[src/rtl/prienc_pkg.sv]
package prienc_pkg;
  // Default geometry of the cascade
  localparam int DEF_SLICE_W    = 8;
  localparam int DEF_NUM_SLICES = 4;
endpackage

[src/rtl/prienc_slice.sv]
module prienc_slice #(
  parameter int SLICE_W = prienc_pkg::DEF_SLICE_W,
  localparam int SIDX_W = $clog2(SLICE_W)
) (
  input  logic               en_i,
  input  logic [SLICE_W-1:0] req_i,
  output logic [SIDX_W-1:0]  idx_o,
  output logic               gs_o,
  output logic               eo_o
);
  logic [SIDX_W-1:0] hit_pos;
  logic              any_req;

  always_comb begin
    hit_pos = '0;
    for (int i = 0; i < SLICE_W; i++) begin
      if (req_i[i]) hit_pos = SIDX_W'(i);
    end
  end

  assign any_req = |req_i;
  assign idx_o   = en_i ? hit_pos : '0;
  assign gs_o    = en_i & any_req;
  assign eo_o    = en_i & ~any_req;
endmodule

[src/rtl/prienc_merge.sv]
module prienc_merge #(
  parameter int NUM_SLICES = prienc_pkg::DEF_NUM_SLICES,
  parameter int SIDX_W     = 3,
  localparam int GRP_W     = $clog2(NUM_SLICES),
  localparam int OUT_W     = GRP_W + SIDX_W
) (
  input  logic [NUM_SLICES-1:0]             gs_i,
  input  logic [NUM_SLICES-1:0][SIDX_W-1:0] idx_i,
  output logic [OUT_W-1:0]                  idx_o,
  output logic                              gs_o
);
  logic [GRP_W-1:0]  grp;
  logic [SIDX_W-1:0] low;

  always_comb begin
    grp = '0;
    low = '0;
    for (int g = 0; g < NUM_SLICES; g++) begin
      if (gs_i[g]) grp = grp | GRP_W'(g);
      low = low | idx_i[g];
    end
  end

  assign idx_o = {grp, low};
  assign gs_o  = |gs_i;
endmodule

[src/rtl/prienc_cascade.sv]
module prienc_cascade #(
  parameter int SLICE_W    = prienc_pkg::DEF_SLICE_W,
  parameter int NUM_SLICES = prienc_pkg::DEF_NUM_SLICES,
  localparam int REQ_W     = SLICE_W * NUM_SLICES,
  localparam int SIDX_W    = $clog2(SLICE_W),
  localparam int OUT_W     = $clog2(NUM_SLICES) + SIDX_W
) (
  input  logic             en_i,
  input  logic [REQ_W-1:0] req_i,
  output logic [OUT_W-1:0] idx_o,
  output logic             gs_o,
  output logic             eo_o
);
  logic [NUM_SLICES-1:0]             sl_en;
  logic [NUM_SLICES-1:0]             sl_gs;
  logic [NUM_SLICES-1:0]             sl_eo;
  logic [NUM_SLICES-1:0][SIDX_W-1:0] sl_idx;

  for (genvar g = 0; g < NUM_SLICES; g++) begin : g_slice
    // enable chain runs from the top group downwards
    if (g == NUM_SLICES - 1) begin : g_head
      assign sl_en[g] = en_i;
    end else begin : g_link
      assign sl_en[g] = sl_eo[g+1];
    end

    prienc_slice #(.SLICE_W(SLICE_W)) slice_i (
      .en_i  (sl_en[g]),
      .req_i (req_i[g*SLICE_W +: SLICE_W]),
      .idx_o (sl_idx[g]),
      .gs_o  (sl_gs[g]),
      .eo_o  (sl_eo[g])
    );
  end

  prienc_merge #(.NUM_SLICES(NUM_SLICES), .SIDX_W(SIDX_W)) merge_i (
    .gs_i  (sl_gs),
    .idx_i (sl_idx),
    .idx_o (idx_o),
    .gs_o  (gs_o)
  );

  assign eo_o = sl_eo[0];
endmodule

[config.mk]
export PLATFORM = sky130hd
export DESIGN_NAME = prienc_cascade
export DESIGN_NICKNAME = d
export VERILOG_FILES = /design/src/rtl/prienc_pkg.sv /design/src/rtl/prienc_slice.sv /design/src/rtl/prienc_merge.sv /design/src/rtl/prienc_cascade.sv
export SDC_FILE = /design/constraint.sdc
export NUM_CORES = 1
export LEC_CHECK = 0
export ABC_AREA = 1
export BUFFER_PORTS_ARGS = -buffer_cell sky130_fd_sc_hd__buf_4
export CAP_MARGIN = 40
export CORE_MARGIN = 3
export CORE_UTILIZATION = 35
export DETAILED_ROUTE_END_ITERATION = 8
export PLACE_DENSITY_LB_ADDON = 0.2
export SLEW_MARGIN = 25
export SYNTH_ARGS = -nofsm -noshare
export SYNTH_HDL_FRONTEND = slang
export SYNTH_SLANG_ARGS = --single-unit
export TNS_END_PERCENT = 50
[constraint.sdc]
create_clock -name vclk -period 0.9
set_input_delay 0.045 -clock vclk [all_inputs]
set_output_delay 0.045 -clock vclk [all_outputs]
set_load 0.02 [all_outputs]
After elaboration in Yosys (flattened, before gate mapping). Cells that the tools add are included.

Multiply operators: 0. Shift-type cells: 0. $lt $le $gt $ge: 0. Add/sub/neg operators: 0. Equality and inequality tests: 0. Reduce and logical (&&, ||, !) cells: 5. Muxes and demuxes: 35. Bitwise logic cells: 15. Div/mod/pow operators: 0.

Operators by type and width (number): 3-bit 2-to-1 mux (20); 8-bit OR reduction (4); 2-bit 2-to-1 mux (10); 3-bit OR (3); 1-bit bitwise AND (8); 1-bit 2-to-1 mux (5); 1-bit NOT (4); 4-bit OR reduction (1).

Bits in read-only memories: 0. Word-level logic and storage cells: 55. Bits of input ports: 33. Latch bits: 0. Output and inout bits: 7. Memories kept: 0. Bits in registers: 0. Memory bits (writable): 0.

Logic depth before layout (Yosys ltp).
Word-level depth: 11. Mapped depth: 9. Mapped depth without buffers: 9.

Modules after synthesis. A second synthesis with hierarchy kept.

Cells, all modules: 106. Area, all modules: 510.5 um2.

Modules (own cells, without submodules): prienc_slice (sequential area each 0.0 um2, cells each 23, instances 4, area each 113.9 um2); prienc_merge (sequential area each 0.0 um2, cells each 14, instances 1, area each 55.1 um2).

Least setup slack after synthesis. No wires, ideal clock.

Path type: input-to-output. Start: input port req_i[13]. End: output port eo_o. Cell stages on the path: 7. Arrival time: 1.026 ns. Data required time: 0.855 ns. Path buffers: 0. Path slack: -0.171 ns. Cell sequence: inv_1 > nand2_1 > nor2_1 > nand4_2 > inv_1 > nand3b_1 > nor3_1.

Word-level cells in the longest chain between the ends: 4.

RTL lines: start, declared (RTL line prienc_cascade.sv:9) `input logic [REQ_W-1:0] req_i,`; 8-bit OR reduction (RTL line prienc_slice.sv:21) `assign any_req = |req_i;`; 1-bit NOT (RTL line prienc_slice.sv:24) `assign eo_o = en_i & ~any_req;`; 1-bit bitwise AND (2 in series) (RTL line prienc_slice.sv:24); end, declared (RTL line prienc_cascade.sv:12) `output logic eo_o`.

No other way between the ends.

Worst setup path after layout.
Start: input port req_i[30]. End: output port idx_o[0].

Word-level cells in the longest chain between the ends: 9. Elaborated cells between the ends (all ways): 14. Classes of those cells: mux: 6; bitwise: 7; reduce/logical: 1.

RTL lines: 8-bit OR reduction (RTL line prienc_slice.sv:21); 1-bit NOT (RTL line prienc_slice.sv:24); 1-bit bitwise AND (3 in series) (RTL line prienc_slice.sv:24); 3-bit 2-to-1 mux (RTL line prienc_slice.sv:22) `assign idx_o = en_i ? hit_pos : '0;`; 3-bit OR (2 in series) (RTL line prienc_merge.sv:20) `low = low | idx_i[g];`; 3-bit OR * (RTL line prienc_merge.sv:20); end, declared (RTL line prienc_cascade.sv:10) `output logic [OUT_W-1:0] idx_o,`.

Every way passes the cells marked *; elsewhere a longest branch is shown, timed or not.

==> run_results.csv <==
group,metric,value,unit
status,status,"finished with violations",
status,violations,"setup timing",
synth,synthMuxAreaShare,0,%
timing,final.setup.worst_slack,-0.1501,ns
timing,setup_viol,7,
synth,synthAdderAreaFrac,0,%
timing,fmax,952.3,MHz
synth,synth_top_area_share,28.47,%
floorplanning,die_w,44.33,um
timing,hold_viol,0,
finish,final_nets,201,
synth,synthesis.area,514.2,um2
finish,final_cells,181,
finish,post_route_cells_drive_above_1_share,51.81,%
worst_setup_path,arrival,1.01,ns
grt,grtUsageTotal,17.74,%
finish,final-seq-area,0,um2
worst_setup_path,cp.required,0.85,ns
worst_setup_path,cp_slowest_stage_delay,0.16,ns
worst_setup_path,crit_family,"simple AND/OR/NAND/NOR gates",
place,dp_slack,-0.2027,ns
place,dpl.cell_count,173,
worst_hold_path,hold_path_depth,4,
power,netSwitchingPower,0.1991,mW
synth,synth_compound_area_share,10.71,%
synth,synthXorXnorAreaFrac,0,%
worst_setup_path,cp_max_fo,5,
synth,yosysSeqAreaShare,0,%
place,dp_hpwl,1.350,mm
place,portBuffers,40,
floorplanning,core_area,0.001334,mm2
power,internal_power,0.2290,mW
timing,maxSlewViolCount,0,
detailed_routing,drc,0,
synth,yosysUniqueCellTypes,20,
synth,synthCells,108,
synth,yosys.area_share.simple,68.86,%
timing,worst_pin_slew,0.2599,ns
detailed_routing,drtIter0Drc,15,
power,ir_drop,0.0002730,V
detailed_routing,ant_nets,0,
floorplanning,start_util,38.56,%
floorplanning,ios,40,
grt,grt_first_pass_wirelength,2.829,mm
power,p_per_area,371.5,mW/mm2
finish,syn_to_final_growth,124.1,%
detailed_routing,avgViaCountPerCell,4.674,
synth,avgSynthCellArea,4.762,um2
detailed_routing,wl_per_cell,10.46,um
floorplanning,dieArea,0.001965,mm2
timing,period_needed,1.050,ns
grt,grt_max_degree,7,
detailed_routing,dr_total_vias,846,
worst_setup_path,crit_chain,"buf_4, nor2_4, nand2_4, nor2_8, nand3_4, nor2_4, nand2_1, nand4_1, buf_4",
floorplanning,num_rows,13,
worst_setup_path,slowest_stage,"nor2_8",
power,swShare,46.51,%
finish,fillCellCount,82,
finish,design.seq.count,0,
worst_setup_path,startpoint_type,"input port",
run,cap_viol_max_count,0,
detailed_routing,dr.pass1.iters,4,
synth,synth_warnings,0,
place,gp_congestion,0.8327,
worst_setup_path,path_class,"input port to output pin",
finish,design_area,0.001152,mm2
finish,antenna_cells,0,
power,seq_power_share,0,%
power,p_leak,0.6794,nW
synth,synth_top_family_by_area,"simple AND/OR/NAND/NOR gates",
synth,synth.top_cells.by_area,"nand2_1 (28%), inv_1 (20%), nor2_1 (7.3%)",
finish,clkbuf_count,0,
worst_hold_path,whs_endpoint,"idx_o[1]",
synth,yosys.area.top_type,"nand2_1",
detailed_routing,routed_wl,1.894,mm
worst_hold_path,min_path_type,"input port to output pin",
floorplanning,die_y,44.33,um
synth,synth_fp_nets,141,
timing,rsz0062_at_grt,"true",
timing,slew-limit-headroom,82.51,%
grt,grt_pass1_vias,771,
timing,period_share,116.7,%
power,p_comb_share,100.0,%
power,power.share.clock,0,%
grt,antenna_found_initial,0,
worst_setup_path,path_buf_inv,2,
worst_hold_path,worstHoldStart,"en_i",
grt,grt-ovfl-total,0,
worst_setup_path,critical_path.startpoint,"req_i[30]",
place,dpl_cell_area,913.4,um2
worst_setup_path,end_kind,"output pin",
==> what timing repair did <==
| action | in CTS | in global routing |
|---|---|---|
| pin swaps | 23 | 11 |
| endpoints found under the setup margin | 7 | 7 |
| gates resized for setup | 33 | 12 |
| buffers inserted | 6 | 2 |
| endpoints found under the hold margin | 0 | 0 |
| hold buffers | 0 | 0 |
==> layout make-up <==
class | instances | area (um2) | area share, %
inverter | 28 | 110.1 | 9.555
timing repair buffer | 58 | 491.7 | 42.67
tap | 15 | 18.77 | 1.629
multi-input combinational | 80 | 531.8 | 46.15
==> cells by family after synthesis <==
kind of cell | Yosys count
and+or+nand+nor | 70
buffers and inverters | 28
AOI/OAI and AO/OA | 10
==> cells in the mapped netlist, drive strengths merged <==
cell    number
a21oi        2
nand2       43
o21ai        5
inv         28
o22ai        1
a31oi        1
nand4        3
nor2        18
nor3         3
a211oi       1
nand3        1
nand3b       1
nor4         1
==> layout by cell type (no fill, tap or decap), drive strengths merged <==
| cell | count |
|---|---|
| buf | 58 |
| o22ai | 1 |
| a31oi | 1 |
| o21ai | 5 |
| nor2 | 18 |
| nand4 | 3 |
| nand2 | 43 |
| nor4 | 1 |
| inv | 28 |
| a211oi | 1 |
| nand3 | 1 |
| nor3 | 3 |
| a21oi | 2 |
| nand3b | 1 |
==> per-stage QoR <==
step	total power, mW	util (%)	hold slack, ns	setup TNS (ns)
3_3_place_gp	0.3217	68.48	0.4546	-1.022
2_1_floorplan	0.1311	-	0.2579	-0.02709
5_1_grt	0.4657	86.40	0.4881	-1.294
3_5_place_dp	0.3292	68.48	0.4552	-1.092
6_report	0.4281	86.40	0.4568	-0.9022
4_1_cts	0.3948	81.14	0.4617	-0.8570
==> power groups by stage <==
stage                     combinational (mW)  sequential (mW)  clock [mW]
after floorplan                        0.131                0           0
after global placement                 0.322                0           0
after CTS                              0.395                0           0
after global routing                   0.466                0           0
final                                  0.428                0           0
after detailed placement               0.329                0           0
==> layer usage <==
| layer | vias up | part of all wire [%] | global-route usage, % |
|---|---|---|---|
| met5 | - | 0 | 0 |
| met1 | 374 | 38 | 20.00 |
| met2 | 31 | 56 | 36.92 |
| li1 | 441 | - | - |
| met3 | 0 | 5.9 | 0.8130 |
| met4 | 0 | 0 | 1.205 |
==> how the worst max path moves through the flow <==
stage | endpoint | cells after the start
after CTS | eo_o | 9
after global placement | idx_o[1] | 9
final | idx_o[0] | 9
after floorplan | idx_o[3] | 5
after detailed placement | eo_o | 9
after global routing | idx_o[0] | 9
Note: power is estimated with default switching activity, not from simulation.
